--- src/rtl/dma2_pkg.sv ---
package dma2_pkg;

    typedef enum logic [1:0] {
        SZ_BYTE = 2'd0,
        SZ_HALF = 2'd1,
        SZ_WORD = 2'd2
    } unit_size_e;

    typedef enum logic [1:0] {
        RQ_PIN    = 2'd0,
        RQ_AUTO   = 2'd1,
        RQ_PERIPH = 2'd2
    } req_src_e;

    typedef enum logic [1:0] {
        ST_IDLE,
        ST_WAIT,
        ST_READ,
        ST_WRITE
    } xfer_state_e;

    typedef struct packed {
        logic       burst;
        logic       single;
        logic [1:0] size;
    } chan_mode_t;

    function automatic logic [2:0] unit_bytes(input logic [1:0] sz);
        case (sz)
            SZ_BYTE: return 3'd1;
            SZ_HALF: return 3'd2;
            default: return 3'd4;
        endcase
    endfunction

endpackage

--- src/rtl/dma2_chan.sv ---
module dma2_chan
    import dma2_pkg::*;
#(
    parameter int AW = 32,
    parameter int CW = 16
) (
    input  logic          clk,
    input  logic          rst,
    input  logic          start,
    input  logic [AW-1:0] cfg_src,
    input  logic [AW-1:0] cfg_dst,
    input  logic [CW-1:0] cfg_count,
    input  logic [1:0]    cfg_size,
    input  logic [1:0]    cfg_reqsel,
    input  logic          cfg_burst,
    input  logic          cfg_single,
    input  logic          ext_req,
    input  logic          periph_req,
    input  logic          unit_done,
    output logic          pending,
    output logic [AW-1:0] src,
    output logic [AW-1:0] dst,
    output logic [CW-1:0] cnt,
    output chan_mode_t    mode,
    output logic          done
);
    logic     en;
    req_src_e rsel;
    logic     req_raw;
    logic [AW-1:0] step;

    assign step = AW'(unit_bytes(mode.size));

    always_comb begin
        case (rsel)
            RQ_PIN:    req_raw = ext_req;
            RQ_AUTO:   req_raw = 1'b1;
            RQ_PERIPH: req_raw = periph_req;
            default:   req_raw = 1'b0;
        endcase
    end

    assign pending = en && req_raw;

    always_ff @(posedge clk) begin
        if (rst) begin
            en   <= 1'b0;
            done <= 1'b0;
            src  <= '0;
            dst  <= '0;
            cnt  <= '0;
            mode <= '0;
            rsel <= RQ_PIN;
        end else if (start) begin
            src         <= cfg_src;
            dst         <= cfg_dst;
            cnt         <= cfg_count;
            mode.size   <= cfg_size;
            mode.burst  <= cfg_burst;
            mode.single <= cfg_single;
            rsel        <= req_src_e'(cfg_reqsel);
            en          <= (cfg_count != '0);
            done        <= (cfg_count == '0);
        end else if (unit_done && en) begin
            cnt <= cnt - CW'(1);
            src <= src + step;
            dst <= dst + step;
            if (cnt == CW'(1)) begin
                en   <= 1'b0;
                done <= 1'b1;
            end
        end
    end

    assert_zero_count_R2: assert property (@(posedge clk) disable iff (rst)
        (start && cfg_count == '0) |=> (done && !pending));

    assert_last_unit_R4: assert property (@(posedge clk) disable iff (rst)
        (!start && unit_done && en && cnt == CW'(1)) |=> (done && !pending));

endmodule

--- src/rtl/dma2_arb.sv ---
module dma2_arb #(
    parameter int NCH = 2,
    parameter int IW  = 1
) (
    input  logic           clk,
    input  logic           rst,
    input  logic [NCH-1:0] pending,
    output logic [IW-1:0]  pick,
    output logic           any
);
    always_comb begin
        pick = '0;
        for (int i = NCH - 1; i >= 0; i--) begin
            if (pending[i]) pick = IW'(i);
        end
    end

    assign any = |pending;

    assert_prio_R1: assert property (@(posedge clk) disable iff (rst)
        pending[0] |-> (pick == '0));

endmodule

--- src/rtl/dma2_xfer.sv ---
module dma2_xfer
    import dma2_pkg::*;
#(
    parameter int AW  = 32,
    parameter int DW  = 32,
    parameter int NCH = 2,
    parameter int IW  = 1
) (
    input  logic           clk,
    input  logic           rst,
    input  logic           any,
    input  logic [IW-1:0]  pick,
    input  logic [AW-1:0]  cur_src,
    input  logic [AW-1:0]  cur_dst,
    input  chan_mode_t     cur_mode,
    input  logic           cur_last,
    output logic [IW-1:0]  cur,
    output logic [NCH-1:0] unit_done,
    output logic [NCH-1:0] ack,
    output logic           bus_req,
    input  logic           bus_gnt,
    output logic           m_valid,
    output logic           m_write,
    output logic [AW-1:0]  m_addr,
    output logic [1:0]     m_size,
    output logic [DW-1:0]  m_wdata,
    input  logic           m_ready,
    input  logic [DW-1:0]  m_rdata
);
    xfer_state_e st;
    logic [DW-1:0] hold;
    logic single_end, finish;

    assign single_end = (st == ST_READ) && m_ready && cur_mode.single;
    assign finish     = single_end || ((st == ST_WRITE) && m_ready);

    always_ff @(posedge clk) begin
        if (rst) begin
            st   <= ST_IDLE;
            cur  <= '0;
            hold <= '0;
        end else begin
            case (st)
                ST_IDLE: if (any) st <= ST_WAIT;
                ST_WAIT: begin
                    if (!any) st <= ST_IDLE;
                    else if (bus_gnt) begin
                        cur <= pick;
                        st  <= ST_READ;
                    end
                end
                ST_READ: if (m_ready) begin
                    hold <= m_rdata;
                    if (!cur_mode.single) st <= ST_WRITE;
                end
                default: ;
            endcase
            if (finish) st <= (cur_mode.burst && !cur_last) ? ST_READ : ST_IDLE;
        end
    end

    always_comb begin
        unit_done = '0;
        ack       = '0;
        if (finish)     unit_done[cur] = 1'b1;
        if (single_end) ack[cur]       = 1'b1;
    end

    assign bus_req = (st != ST_IDLE);
    assign m_valid = (st == ST_READ) || (st == ST_WRITE);
    assign m_write = (st == ST_WRITE);
    assign m_addr  = (st == ST_WRITE) ? cur_dst : cur_src;
    assign m_size  = cur_mode.size;
    assign m_wdata = hold;

    assert_release_R5: assert property (@(posedge clk) disable iff (rst)
        (finish && (!cur_mode.burst || cur_last)) |=> !bus_req);

    assert_burst_hold_R6: assert property (@(posedge clk) disable iff (rst)
        (finish && cur_mode.burst && !cur_last) |=> (bus_req && m_valid && $stable(cur)));

    assert_rd_before_wr_R7: assert property (@(posedge clk) disable iff (rst)
        (m_valid && m_write && !$past(m_valid && m_write))
            |-> $past(m_valid && !m_write && m_ready));

    assert_gnt_first_R10: assert property (@(posedge clk) disable iff (rst)
        $rose(m_valid) |-> $past(bus_gnt));

endmodule

--- src/rtl/dma2_ctrl.sv ---
module dma2_ctrl
    import dma2_pkg::*;
#(
    parameter int NCH = 2,
    parameter int AW  = 32,
    parameter int DW  = 32,
    parameter int CW  = 16
) (
    input  logic                    clk,
    input  logic                    rst,
    input  logic [NCH-1:0]          start,
    input  logic [NCH-1:0][AW-1:0]  cfg_src,
    input  logic [NCH-1:0][AW-1:0]  cfg_dst,
    input  logic [NCH-1:0][CW-1:0]  cfg_count,
    input  logic [NCH-1:0][1:0]     cfg_size,
    input  logic [NCH-1:0][1:0]     cfg_reqsel,
    input  logic [NCH-1:0]          cfg_burst,
    input  logic [NCH-1:0]          cfg_single,
    input  logic [NCH-1:0]          ext_req,
    input  logic [NCH-1:0]          periph_req,
    output logic                    bus_req,
    input  logic                    bus_gnt,
    output logic                    m_valid,
    output logic                    m_write,
    output logic [AW-1:0]           m_addr,
    output logic [1:0]              m_size,
    output logic [DW-1:0]           m_wdata,
    input  logic                    m_ready,
    input  logic [DW-1:0]           m_rdata,
    output logic [NCH-1:0]          ack,
    output logic [NCH-1:0]          done
);
    localparam int IW = (NCH > 1) ? $clog2(NCH) : 1;

    logic [NCH-1:0]         pending, unit_done;
    logic [NCH-1:0][AW-1:0] src_q, dst_q;
    logic [NCH-1:0][CW-1:0] cnt_q;
    chan_mode_t             mode_q [NCH];
    logic [IW-1:0]          pick, cur;
    logic                   any;

    for (genvar c = 0; c < NCH; c++) begin : g_chan
        dma2_chan #(.AW(AW), .CW(CW)) i_chan (
            .clk        (clk),
            .rst        (rst),
            .start      (start[c]),
            .cfg_src    (cfg_src[c]),
            .cfg_dst    (cfg_dst[c]),
            .cfg_count  (cfg_count[c]),
            .cfg_size   (cfg_size[c]),
            .cfg_reqsel (cfg_reqsel[c]),
            .cfg_burst  (cfg_burst[c]),
            .cfg_single (cfg_single[c]),
            .ext_req    (ext_req[c]),
            .periph_req (periph_req[c]),
            .unit_done  (unit_done[c]),
            .pending    (pending[c]),
            .src        (src_q[c]),
            .dst        (dst_q[c]),
            .cnt        (cnt_q[c]),
            .mode       (mode_q[c]),
            .done       (done[c])
        );
    end

    dma2_arb #(.NCH(NCH), .IW(IW)) i_arb (
        .clk     (clk),
        .rst     (rst),
        .pending (pending),
        .pick    (pick),
        .any     (any)
    );

    dma2_xfer #(.AW(AW), .DW(DW), .NCH(NCH), .IW(IW)) i_xfer (
        .clk       (clk),
        .rst       (rst),
        .any       (any),
        .pick      (pick),
        .cur_src   (src_q[cur]),
        .cur_dst   (dst_q[cur]),
        .cur_mode  (mode_q[cur]),
        .cur_last  (cnt_q[cur] == CW'(1)),
        .cur       (cur),
        .unit_done (unit_done),
        .ack       (ack),
        .bus_req   (bus_req),
        .bus_gnt   (bus_gnt),
        .m_valid   (m_valid),
        .m_write   (m_write),
        .m_addr    (m_addr),
        .m_size    (m_size),
        .m_wdata   (m_wdata),
        .m_ready   (m_ready),
        .m_rdata   (m_rdata)
    );

endmodule

--- config.mk ---
export PLATFORM = sky130hd
export DESIGN_NAME = dma2_ctrl
export DESIGN_NICKNAME = d
export VERILOG_FILES = /design/src/rtl/dma2_pkg.sv /design/src/rtl/dma2_chan.sv /design/src/rtl/dma2_arb.sv /design/src/rtl/dma2_xfer.sv /design/src/rtl/dma2_ctrl.sv
export SDC_FILE = /design/constraint.sdc
export NUM_CORES = 1
export LEC_CHECK = 0
export ABC_AREA = 1
export BUFFER_PORTS_ARGS = -buffer_cell sky130_fd_sc_hd__buf_2
export CORE_ASPECT_RATIO = 0.5
export CORE_MARGIN = 5
export CORE_UTILIZATION = 58
export DETAILED_ROUTE_END_ITERATION = 16
export PLACE_DENSITY = 0.95
export SLEW_MARGIN = 20
export SYNTH_ARGS = -nofsm -noshare
export SYNTH_HDL_FRONTEND = slang
export SYNTH_SLANG_ARGS = --single-unit
--- constraint.sdc ---
create_clock -name clk -period 5.4 [get_ports clk]
set_input_delay 0.81 -clock clk [delete_from_list [all_inputs] [get_ports clk]]
set_output_delay 0.81 -clock clk [all_outputs]
set_load 0.02 [all_outputs]
== Word-level counts from Yosys, hierarchy flattened ==
Index checks and enable logic that the tools add are counted.
Storage, ports and cells
  register bits: 211
  logic and storage cells: 132
Cells by class
  $add $sub $neg: 6
  order comparisons: 3
  eq/ne operators: 16
  multiplexer cells: 52
  bitwise logic cells: 1
  reduce and logical (&&, ||, !) cells: 33
Operators by type and width (number)
  32-bit 2-to-1 mux: 13
  32-bit by 3-bit adder with 32-bit output: 4
  16-bit 2-to-1 mux: 6
  16-bit by 1-bit == test with 1-bit output, second input constant: 3
  16-bit zero test: 2
  16-bit nonzero test: 2
  16-bit by 1-bit subtractor with 16-bit output, second input constant: 2
  2-bit 2-to-1 mux: 9
  1-bit 2-to-1 mux: 15
  4-bit 2-to-1 mux: 3
  3-bit case mux with 2 select lines: 2
  2-bit by 1-bit == test with 1-bit output, second input constant: 5
  2-bit zero test: 5
  2-bit nonzero test: 5
  1-bit logical AND: 9
  2-bit == test, second input constant: 4
  1-bit case mux with 3 select lines: 2
  2-bit case mux with 3 select lines: 1
  2-bit AND reduction: 3
  5-bit AND reduction: 1
  4-bit != test, second input constant: 1
  4-bit nonzero test: 1
  3-bit by 1-bit != test with 1-bit output, second input constant: 1
  3-bit by 2-bit != test with 1-bit output, second input constant: 1
  10 further kinds: 11

== Longest topological paths before layout ==
Gate-level depths: netlist of the first run.
  depth in word-level cells: 10
  gate-level depth with buffers: 14
  gate-level depth less buffers: 14

== Cells and area by module ==
A second synthesis of the first run with hierarchy kept.
Unflattened totals
  cells, all modules: 2558
  area total of the unflattened synthesis: 15362.2 µm²
By module, submodules not included
  dma2_chan: instances 2, cells an instance 1004, area an instance 6253.5 µm², seq. area each 1761.7 µm²
  dma2_xfer: instances 1, cells an instance 297, area an instance 1855.5 µm², seq. area each 700.7 µm²
  dma2_ctrl: instances 1, cells an instance 249, area an instance 984.7 µm², seq. area each 0.0 µm²
  dma2_arb: instances 1, cells an instance 4, area an instance 15.0 µm², seq. area each 0.0 µm²

== Least setup slack after synthesis of the first run ==
OpenSTA, ideal clock, no wires.
  path kind: flip-flop to output port
  start point: register i_xfer.st[0]
  end point: output m_addr[14]
  arrival: 1.635 ns
  slack: 2.955 ns
  stages on the path, launching flop included: 7
  path buffers: 1
  cell sequence: dfxtp_1 > ha_1 > clkinv_1 > clkbuf_1 > o21ai_0 > a21oi_1 > a21oi_1
Between the ends
  longest elaborated chain between the ends: 2
Ends and longest elaborated chain
  from (decl): RTL line dma2_xfer.sv:30  | xfer_state_e st;
  from (signal assigned): RTL line dma2_xfer.sv:58  | if (finish) st <= (cur_mode.burst && !cur_last) ? ST_READ : ST_IDLE;
  2-bit == test
  via m_write: RTL line dma2_ctrl.sv:24  | output logic m_write,
  32-bit 2-to-1 mux: RTL line dma2_xfer.sv:72  | assign m_addr = (st == ST_WRITE) ? cur_dst : cur_src;
  to (decl): RTL line dma2_ctrl.sv:25  | output logic [AW-1:0] m_addr,
The timed path passes the listed nets, and every way through them passes these cells.

== Worst setup path in the final report of the first run ==
  start point: register i_xfer.st[0]
  end point: register g_chan[1].i_chan.src[30]
Between the ends
  longest elaborated chain between the ends: 7
Ends and longest elaborated chain
  2-bit == test: RTL line dma2_xfer.sv:34  | assign single_end = (st == ST_READ) && m_ready && cur_mode.single;
  1-bit logical AND (2 in series): RTL line dma2_xfer.sv:34
  1-bit logical OR *: RTL line dma2_xfer.sv:35  | assign finish = single_end || ((st == ST_WRITE) && m_ready);
  2-bit 2-to-1 mux *: RTL line dma2_xfer.sv:65  | if (finish) unit_done[cur] = 1'b1;
  1-bit logical AND *: RTL line dma2_chan.sv:64  | end else if (unit_done && en) begin
  2-bit nonzero test (no source line) *
  to (signal assigned): RTL line dma2_chan.sv:55  | src <= cfg_src;
  to (signal assigned): RTL line dma2_chan.sv:66  | src <= src + step;
  to (decl): RTL line dma2_chan.sv:21  | output logic [AW-1:0] src,
Every way passes the cells marked *; elsewhere a longest branch is shown, timed or not.
A chain may end at the register's enable or synchronous reset.

==> flow_summary.json, run 1 <==
{
  "yosys.area_share.simple_pct": 41.0,
  "total_power_w": 0.00456,
  "peakVddDrop_v": 0.000192,
  "cp-startpoint": "i_xfer.st[0]$_SDFFE_PP0P_",
  "worst_slew_pin_slew_ns": 1.08,
  "min_path_type": "flop to flop",
  "maxCapViolations": 0,
  "cts-buffers-inserted": 22,
  "cts_tree": "built",
  "syn-instance-count": 2501,
  "status": "finished, final reports clean",
  "synth_fa_ha_area_share_pct": 2.35,
  "drtIter0Drc": 2220,
  "ant_nets": 0,
  "setup-tns-final_ns": 0,
  "reg2reg_to": "g_chan[1].i_chan.src[30]$_SDFFE_PP0P_",
  "syn2layout_area_growth_pct": 14.7,
  "worstHoldEndpoint": "g_chan[0].i_chan.done$_SDFFE_PP0P_",
  "synth_cell_types": 41,
  "grt_first_pass_wirelength_mm": 80.5,
  "vias": 17590,
  "syn-cell-area_um2": 14600,
  "drc": 0,
  "yosysSeqAreaShare_pct": 28.9,
  "cts.repair.resized": 0,
  "root_buffer": "clkbuf_16",
  "maxSlewViolCount": 0,
  "start_kind": "flop",
  "antenna_found_initial": 2,
  "cts_hold_buf": 0,
  "ys.flop_type": "dfxtp_1",
  "post-route-period-util_pct": 83.4,
  "power_density_nw_per_um2": 272,
  "hpwlAfterDp_mm": 39.1,
  "endpoint_kind": "flop",
  "grt_max_degree": 95,
  "fmaxAchievable_mhz": 222,
  "clock-skew-final_ns": 0.0172,
  "yosysMostFrequentCell": "nand2_1",
  "slew_headroom_pct": 28.0,
  "path_max_fanout": 66,
  "whs_path_depth": 2,
  "worstSkewPairLatency_ns": 0.53,
  "die_width_um": 234,
  "synthArstFlopShare_pct": 0,
  "synth_edf_count": 0,
  "drt_pass1_iterations": 6,
  "io_buffers": 286,
  "num_io_pins": 287,
  "min_from": "g_chan[0].i_chan.done$_SDFFE_PP0P_",
  "layout_min_cycle_time_ns": 4.50,
  "grt_overflow": 0,
  "cts.reportedPaths.clkPinSlew_ns": 0.07,
  "finalHoldViolCount": 0,
  "drive_gt1_share_pct": 13.3,
  "die_y_um": 122,
  "synth_nets": 2740,
  "synth_mux_area_share_pct": 0,
  "nFillCells": 2310,
  "final_cells": 3069,
  "synthTopCellsByCount": "nand2_1 (712), nor2_1 (511), a21oi_1 (216), dfxtp_1 (211), inv_1 (187)",
  "rsz0062_at_grt": "no",
  "core_area_um2": 25000,
  "r2r_cells": 12,
  "synth_warnings": 0,
  "synth-xor-area-share_pct": 2.76,
  "yosys.area.top_type": "dfxtp_1",
  "regToRegStartpoint": "i_xfer.st[0]$_SDFFE_PP0P_",
  "start_util_pct": 58.5,
  "row_count": 41,
  "cts_sinks": 211,
  "grt_use_total_pct": 34.9,
  "critical_path_class": "flop to flop",
  "synth_top_area_share_pct": 28.9,
  "synth_compound_area_share_pct": 16.5,
  "utilization_pct": 67.0,
  "setup_viol": 0,
  "drt-vias-per-instance": 5.73,
  "arrival_ns": 4.95,
  "required_ns": 5.84,
  "synth_area_per_cell_um2": 5.84,
  "r2r_setup_slack_ns": 0.90,
  "dpl.cell_count": 3029,
  "p_leak_nw": 7.17,
  "fp.dieArea_um2": 28600,
  "synth_seq_cells": 211,
  "fin_nets": 2948,
  "grt_pass1_vias": 15552,
  "routed_wl_mm": 52.4,
  "clock_path_buffers": 3,
  "htreeDepth": 1,
  "diodes": 0,
  "postCtsSetupRepairBufs": 0,
  "wl_per_cell_um": 17.1,
  "synth_top_family_by_area": "simple AND/OR/NAND/NOR gates",
  "routabilityCongestion": 1.02,
  "synthTopCellsByArea": "dfxtp_1 (29%), nand2_1 (18%), nor2_1 (13%), a21oi_1 (7.4%), o21ai_0 (6.2%)"
}
==> per-stage QoR <==
stage | hold slack [ns] | setup slack [ns] | cell area (µm²)
after floorplan | 0.444 | 2.95 | 14600
after global placement | 0.454 | 1.06 | 16000
after detailed placement | 0.458 | 1.00 | 16000
after CTS | 0.468 | 1.11 | 16700
after global routing | 0.498 | 0.600 | 16700
final | 0.469 | 0.896 | 16700
==> cell type report <==
| cell class | count | area (µm²) | area share [%] |
|---|---|---|---|
| multi-input combinational | 1985 | 9140 | 54.5 |
| sequential | 211 | 4230 | 25.2 |
| timing repair buffer | 296 | 1510 | 9.01 |
| inverter | 193 | 729 | 4.36 |
| clock buffer | 37 | 698 | 4.17 |
| tap | 344 | 430 | 2.57 |
| clock inverter | 3 | 21.3 | 0.127 |
==> layer usage <==
| layer | wire length [µm] | vias up | part of all wire, % | GRT usage, % |
|---|---|---|---|---|
| li1 | - | 8476 | - | - |
| met1 | 21100 | 7936 | 40 | 47.1 |
| met2 | 22700 | 1012 | 43 | 55.6 |
| met3 | 6380 | 162 | 12 | 7.28 |
| met4 | 2130 | 4 | 4.1 | 12.9 |
| met5 | 27 | - | 0.052 | 0 |
==> cell families (layout without fill, tap and decap cells) <==
family,count (synthesis),in the layout
and+or+nand+nor,1457,1457
AOI/OAI and AO/OA,457,457
buffers and inverters,305,529
DFF,211,211
xor gates and xnor gates,46,46
adders and majority gates,25,25
==> worst max-delay path, stage by stage (launching register included) <==
cell	delay (ns)
dfxtp_1	0.35
inv_1	0.10
ha_1	0.21
nand2_1	0.63
inv_2	0.77
nand2_4	0.18
nand2_8	0.17
nand2_4	0.17
nand2_4	0.32
clkinv_2	0.83
nor2_1	0.38
nand2_1	0.12
a21oi_1	0.17
==> power by group <==
group	switching, W	total, W	internal, W
combinational	0.000746	0.00114	0.000393
sequential	0.000163	0.00186	0.00170
clock	0.000677	0.00156	0.000883
total	0.00159	0.00456	0.00297
==> cell usage in the layout (no fill, tap or decap), drive strengths merged, types with 17 or more instances in the layout <==
cell type,netlist,final
a21oi,217,217
a31oi,18,18
buf,39,296
clkbuf,73,37
dfxtp,211,211
ha,21,21
inv,192,192
nand2,718,718
nand3,134,134
nand3b,35,35
nand4,17,17
nor2,519,519
nor3,18,18
o21ai,184,184
xor2,37,37
==> worst max-delay path by stage <==
stage               slack (ns)  cells past startpoint                                    end
finish                    0.90                     12  g_chan[1].i_chan.src[30]$_SDFFE_PP0P_
global route              0.60                     11   g_chan[1].i_chan.src[1]$_SDFFE_PP0P_
CTS                       1.11                     12  g_chan[1].i_chan.src[30]$_SDFFE_PP0P_
detailed placement        1.00                     11  g_chan[1].i_chan.src[19]$_SDFFE_PP0P_
global placement          1.06                     12  g_chan[1].i_chan.src[16]$_SDFFE_PP0P_
floorplan                 2.95                      6                             m_addr[14]
==> state kept, by name, summed over array words and instances, names as in the netlist <==
| name | count |
|---|---|
| g_chan.i_chan.cnt | 32 |
| g_chan.i_chan.done | 2 |
| g_chan.i_chan.dst | 64 |
| g_chan.i_chan.en | 2 |
| g_chan.i_chan.mode | 8 |
| g_chan.i_chan.rsel | 4 |
| g_chan.i_chan.src | 64 |
| i_xfer.cur | 1 |
| i_xfer.m_wdata | 32 |
| i_xfer.st | 2 |
Power figures use the tool's default switching activity.
==> run 2: changes to the inputs <==
Settings changed: CORE_UTILIZATION 58 to 51, PLACE_DENSITY 0.95 to 0.9.
Clock period 5.4 ns to 3.9 ns, I/O delays scaled along.
==> run 2 against run 1 <==
Net effect: via count barely moved; hold slack lost 0.18 ns; cell area barely moved; clock power rose by 24%; sequential share of layout area about the same; clock-buffer cell count decreased by 12; power is 34% higher; combinational power rose by 38%; non-clock buffer count rose by 6; utilization is 7.2 points lower; flip-flop and latch count unchanged; highest routed layer unchanged.
==> flow_summary.json, run 2 (synthesis gave the netlist of run 1 again) <==
{
  "fp.dieArea_um2": 32300,
  "die_y_um": 130,
  "num_io_pins": 287,
  "holdWs_ns": 0.294,
  "routed_wl_mm": 55.5,
  "whs_path_depth": 3,
  "drt-vias-per-instance": 5.66,
  "status": "finished, final reports clean",
  "fmaxAchievable_mhz": 289,
  "peakVddDrop_v": 0.000284,
  "antenna_found_initial": 5,
  "seqCellArea_um2": 4230,
  "dr.max_layer_used": "met5",
  "reg2reg_to": "g_chan[1].i_chan.dst[15]$_SDFFE_PP0P_",
  "min_from": "cfg_reqsel[0]",
  "drtIter0Drc": 2060,
  "reg_top3": "g_chan.i_chan.dst x64, g_chan.i_chan.src x64",
  "setup-tns-final_ns": 0,
  "ant_nets": 0,
  "fin_nets": 2953,
  "row_count": 43,
  "worstHoldEndpoint": "g_chan[0].i_chan.rsel[0]$_SDFFE_PP0P_",
  "p_leak_nw": 7.14,
  "regToRegStartpoint": "i_xfer.st[0]$_SDFFE_PP0P_",
  "hpwlAfterDp_mm": 42.7,
  "r2r_setup_slack_ns": 0.90,
  "core_area_um2": 28000,
  "worstSkewPairLatency_ns": 0.52,
  "post-route-period-util_pct": 88.6,
  "start_util_pct": 52.2,
  "maxSlewViolCount": 0,
  "endpoint_kind": "primary output",
  "required_ns": 3.31,
  "io_buffers": 286,
  "drt_pass1_iterations": 6,
  "place_ws_ns": 0.966,
  "final_common_cell": "nand2_1",
  "r2r_cells": 13,
  "maxCapViolations": 0,
  "power_density_nw_per_um2": 365,
  "grt_first_pass_wirelength_mm": 84.9,
  "rsz0062_at_grt": "no",
  "met2WireLength_mm": 24.1,
  "nFillCells": 2797,
  "min_path_type": "primary input to flop",
  "setup_viol": 0,
  "die_width_um": 249,
  "layout_min_cycle_time_ns": 3.45,
  "cts_tree": "built",
  "cts_hold_buf": 0,
  "grt_overflow": 0,
  "setup_slack_ns": 0.445,
  "root_buffer": "clkbuf_16",
  "drive_gt1_share_pct": 13.4,
  "grt_use_total_pct": 32.5,
  "multi_input_area_um2": 9140,
  "grt_pass1_vias": 15705,
  "cts-buffers-inserted": 21,
  "drc": 0,
  "cp-startpoint": "i_xfer.st[0]$_SDFFE_PP0P_",
  "slew_headroom_pct": 37.7,
  "met1Wirelength_mm": 23.2,
  "worst_slew_pin_slew_ns": 0.935,
  "routabilityCongestion": 1.02,
  "final_cell_mix": "nand2_1 (712), nor2_1 (511), buf_2 (285)",
  "arrival_ns": 2.87,
  "cts.reportedPaths.clkPinSlew_ns": 0.07,
  "grt_max_degree": 95,
  "finalHoldViolCount": 0,
  "syn2layout_area_growth_pct": 14.6,
  "htreeDepth": 1,
  "met3WireLength_mm": 5.53,
  "wl_per_cell_um": 17.8,
  "clock_path_buffers": 3,
  "critical_path_class": "flop to primary output",
  "clock-skew-final_ns": 0.0101,
  "cts_sinks": 211,
  "path_max_fanout": 37,
  "vias": 17588,
  "start_kind": "flop"
}
## run 2: cell count changes in the layout (fill, tap and decap cells not counted), moves of 2 or more
cell,change
clkbuf_16,-2
diode_2,+2
clkinv_2,+4
clkinvlp_4,+3
buf_4,+6
clkbuf_8,-6
clkbuf_1,-4
## run 2: cell type report
cell class              count  share of cell area [%]
diodes                      2                  0.0299
clock buffers              25                    3.29
clock inverters            10                   0.344
inverters                 193                    4.37
multi-input cells        1985                    54.6
flip-flops and latches    211                    25.2
well taps                 382                    2.86
repair buffers            302                    9.29
## run 2: through the flow
stage,std cells,area (µm²),power (W),utilization [%]
after floorplan,2501,14600,0.00360,-
after global placement,3073,16100,0.00415,57.6
after detailed placement,3073,16100,0.00418,57.6
after CTS,3108,16700,0.00608,59.8
after global routing,3109,16700,0.00639,59.8
final,3110,16700,0.00611,59.8
## run 2: worst max path at each step
stage | slack [ns] | cells after the start | end
final | 0.45 | 7 | m_addr[7]
after global routing | 0.24 | 7 | m_addr[7]
after global placement | 1.04 | 7 | m_addr[9]
after floorplan | 1.68 | 6 | m_addr[14]
after CTS | 0.45 | 6 | m_addr[7]
after detailed placement | 0.97 | 13 | g_chan[1].i_chan.dst[15]$_SDFFE_PP0P_
## run 2: critical path, stage by stage (launching register included)
cell	delay [ns]
dfxtp_1	0.41
ha_1	0.42
clkinv_1	0.46
buf_4	0.39
o21ai_0	0.14
a21oi_1	0.06
a21oi_1	0.25
buf_2	0.21
## run 2: repair_timing
action                                  4_1_cts  5_1_grt
setup buffers                                 0        0
resized for setup                             0        1
endpoints found under the setup margin        0       27
## run 2: routing by layer
layer / GRT usage, % / up-vias
met3: 5.98 / 159
met2: 51.8 / 940
met5: 0 / -
li1: - / 8482
met4: 13.3 / 8
met1: 44.0 / 7999
## run 2: report_power, final
group / switching, W / total, W / internal (W)
combinational: 0.00102 / 0.00157 / 0.000548
clock: 0.000932 / 0.00194 / 0.00101
sequential: 0.000250 / 0.00260 / 0.00235
total: 0.00220 / 0.00611 / 0.00391
==> run 3: changes to the inputs <==
==> constraint.sdc (replaced) <==
create_clock -name clk -period 3.9 [get_ports clk]
set_input_delay 0.585 -clock clk [delete_from_list [all_inputs] [get_ports clk]]
set_output_delay 0.585 -clock clk [all_outputs]
set_load 0.005 [all_outputs]
==> run 3 against run 2 <==
Net effect: sequential power is essentially flat; first-iteration DRC count grew 22%; register-to-register slack lost 0.34 ns; hold slack gained 0.0014 ns; clock skew grew 0.0019 ns; non-clock buffer count shrank 1; die area is the same; maximum frequency shrank 1.6%; setup slack lost 0.055 ns; power grew 3.2%; final cell count is the same; clock-buffer cell count grew 3; highest routed layer unchanged.
==> flow_summary.json, run 3 (synthesis gave the netlist of run 1 again) <==
{
  "maxSlewViolCount": 0,
  "min_path_type": "primary input to flop",
  "cts-buffers-inserted": 21,
  "required_ns": 3.31,
  "syn2layout_area_growth_pct": 15.5,
  "cpMostUsedCell": "a21oi_1",
  "worstSkewPairLatency_ns": 0.52,
  "drtIter0Drc": 2514,
  "hpwlAfterDp_mm": 42.3,
  "final_common_cell": "nand2_1",
  "routed_wl_mm": 55.6,
  "routabilityCongestion": 1.03,
  "sw_frac_of_total_pct": 32.6,
  "start_kind": "flop",
  "setup-tns-final_ns": 0,
  "r2r_cells": 8,
  "endpoint_kind": "primary output",
  "row_count": 43,
  "wl_per_cell_um": 17.9,
  "dpl.cell_count": 3072,
  "utilization_pct": 60.3,
  "maxCapViolations": 0,
  "path_buf_inv": 2,
  "seq_power_share_pct": 41.3,
  "worst_slew_pin_slew_ns": 0.957,
  "setup_viol": 0,
  "whs_path_depth": 3,
  "rsz0062_at_grt": "no",
  "num_io_pins": 287,
  "critPathTopFamily": "buffers and inverters",
  "htreeDepth": 1,
  "p_int_w": 0.00425,
  "cpPeakStageDelay_ns": 0.72,
  "cts_sinks": 211,
  "reg_top3": "g_chan.i_chan.dst x64, g_chan.i_chan.src x64",
  "clock_path_buffers": 3,
  "grt_max_degree": 95,
  "placed_area_um2": 16100,
  "root_buffer": "clkbuf_16",
  "core_area_um2": 28000,
  "grt_use_total_pct": 32.3,
  "power_density_nw_per_um2": 374,
  "die_y_um": 130,
  "ant_nets": 0,
  "io_buffers": 286,
  "finalHoldViolCount": 0,
  "postCtsSetupRepairBufs": 0,
  "layout_min_cycle_time_ns": 3.51,
  "path_max_fanout": 34,
  "drc": 0,
  "fp.dieArea_um2": 32300,
  "cts_hold_buf": 0,
  "p_leak_nw": 7.20,
  "status": "finished, final reports clean",
  "clock-skew-final_ns": 0.0119,
  "crit_path_top_delay_cell": "clkinv_1",
  "post-route-period-util_pct": 90.0,
  "p_clk_share_pct": 36.3,
  "setup_slack_ns": 0.390,
  "worstHoldEndpoint": "g_chan[0].i_chan.mode[1]$_SDFFE_PP0P_",
  "start_util_pct": 52.2,
  "fin_nets": 2952,
  "drt-vias-per-instance": 5.68,
  "final_cell_mix": "nand2_1 (712), nor2_1 (511), buf_2 (285)",
  "postLayoutCellArea_um2": 16900,
  "cts_tree": "built",
  "regToRegStartpoint": "i_xfer.st[0]$_SDFFE_PP0P_",
  "die_width_um": 249,
  "min_from": "cfg_size[1]",
  "p_comb_share_pct": 22.4,
  "cts.reportedPaths.clkPinSlew_ns": 0.07,
  "vias": 17657,
  "critical_path_class": "flop to primary output",
  "slew_headroom_pct": 36.2,
  "r2r_setup_slack_ns": 0.56,
  "arrival_ns": 2.92,
  "nFillCells": 2810,
  "antenna_found_initial": 4,
  "path_cells": "ha_1, clkinv_1, o21ai_0, a21oi_1, a21oi_1, buf_2",
  "grt_overflow": 0,
  "crit_cells": 6,
  "grt_first_pass_wirelength_mm": 84.9,
  "fmaxAchievable_mhz": 285,
  "p_sw_w": 0.00205,
  "cts.repair.resized": 0,
  "reg2reg_to": "g_chan[1].i_chan.src[1]$_SDFFE_PP0P_",
  "peakVddDrop_v": 0.000251,
  "drt_pass1_iterations": 7,
  "drive_gt1_share_pct": 13.5,
  "grt_pass1_vias": 15767,
  "final_cells": 3110,
  "place_ws_ns": 0.971
}
-- run 3: per-layer routing --
metal	part of all wire, %	vias to the layer above	wire [µm]	track usage [%]
met1	40	7942	22400	43.4
li1	-	8491	-	-
met3	11	193	6270	6.30
met5	0.13	-	75	0
met4	4.7	8	2590	13.2
met2	44	1023	24300	51.9
-- run 3: how the worst max path moves through the flow --
stage,slack [ns],to,start
floorplan,1.82,g_chan[1].i_chan.src[26]$_SDFFE_PP0P_,g_chan[1].i_chan.mode[1]$_SDFFE_PP0P_
global placement,1.03,m_addr[21],i_xfer.st[0]$_SDFFE_PP0P_
detailed placement,0.97,g_chan[1].i_chan.src[16]$_SDFFE_PP0P_,i_xfer.st[0]$_SDFFE_PP0P_
CTS,0.48,m_addr[7],i_xfer.st[0]$_SDFFE_PP0P_
global route,0.23,m_addr[28],i_xfer.st[0]$_SDFFE_PP0P_
finish,0.39,m_addr[7],i_xfer.st[0]$_SDFFE_PP0P_
-- run 3: power groups by stage --
stage               logic (W)  registers [W]  clock network, W
CTS                   0.00139        0.00259           0.00230
floorplan            0.000892        0.00254                 0
global placement      0.00136        0.00263                 0
finish                0.00141        0.00261           0.00229
detailed placement    0.00138        0.00263                 0
global route          0.00157        0.00262           0.00240
-- run 3: area by class of cell --
cell class,instances,area [µm²],share of cell area (%)
sequential,211,4230,25.0
clock inverter,9,154,0.912
clock buffer,28,602,3.57
multi-input combinational,1985,9140,54.1
timing repair buffer,301,1550,9.17
tap,382,478,2.83
inverter,193,729,4.32
antenna,1,2.50,0.0148
-- run 3: worst register-to-register path: stages, from the launching register on --
cell and delay, ns:
dfxtp_1 0.41, ha_1 0.45, nand2_1 0.25, nand2_8 0.21, nand2_4 0.17, nand2_4 0.33
clkinv_2 0.83, o21ai_0 0.48, a21oi_1 0.07
-- run 3: metrics by stage --
stage	hold slack, ns	total power (W)
global route	0.311	0.00659
detailed placement	0.459	0.00402
finish	0.295	0.00630
CTS	0.292	0.00627
floorplan	0.444	0.00343
global placement	0.454	0.00398
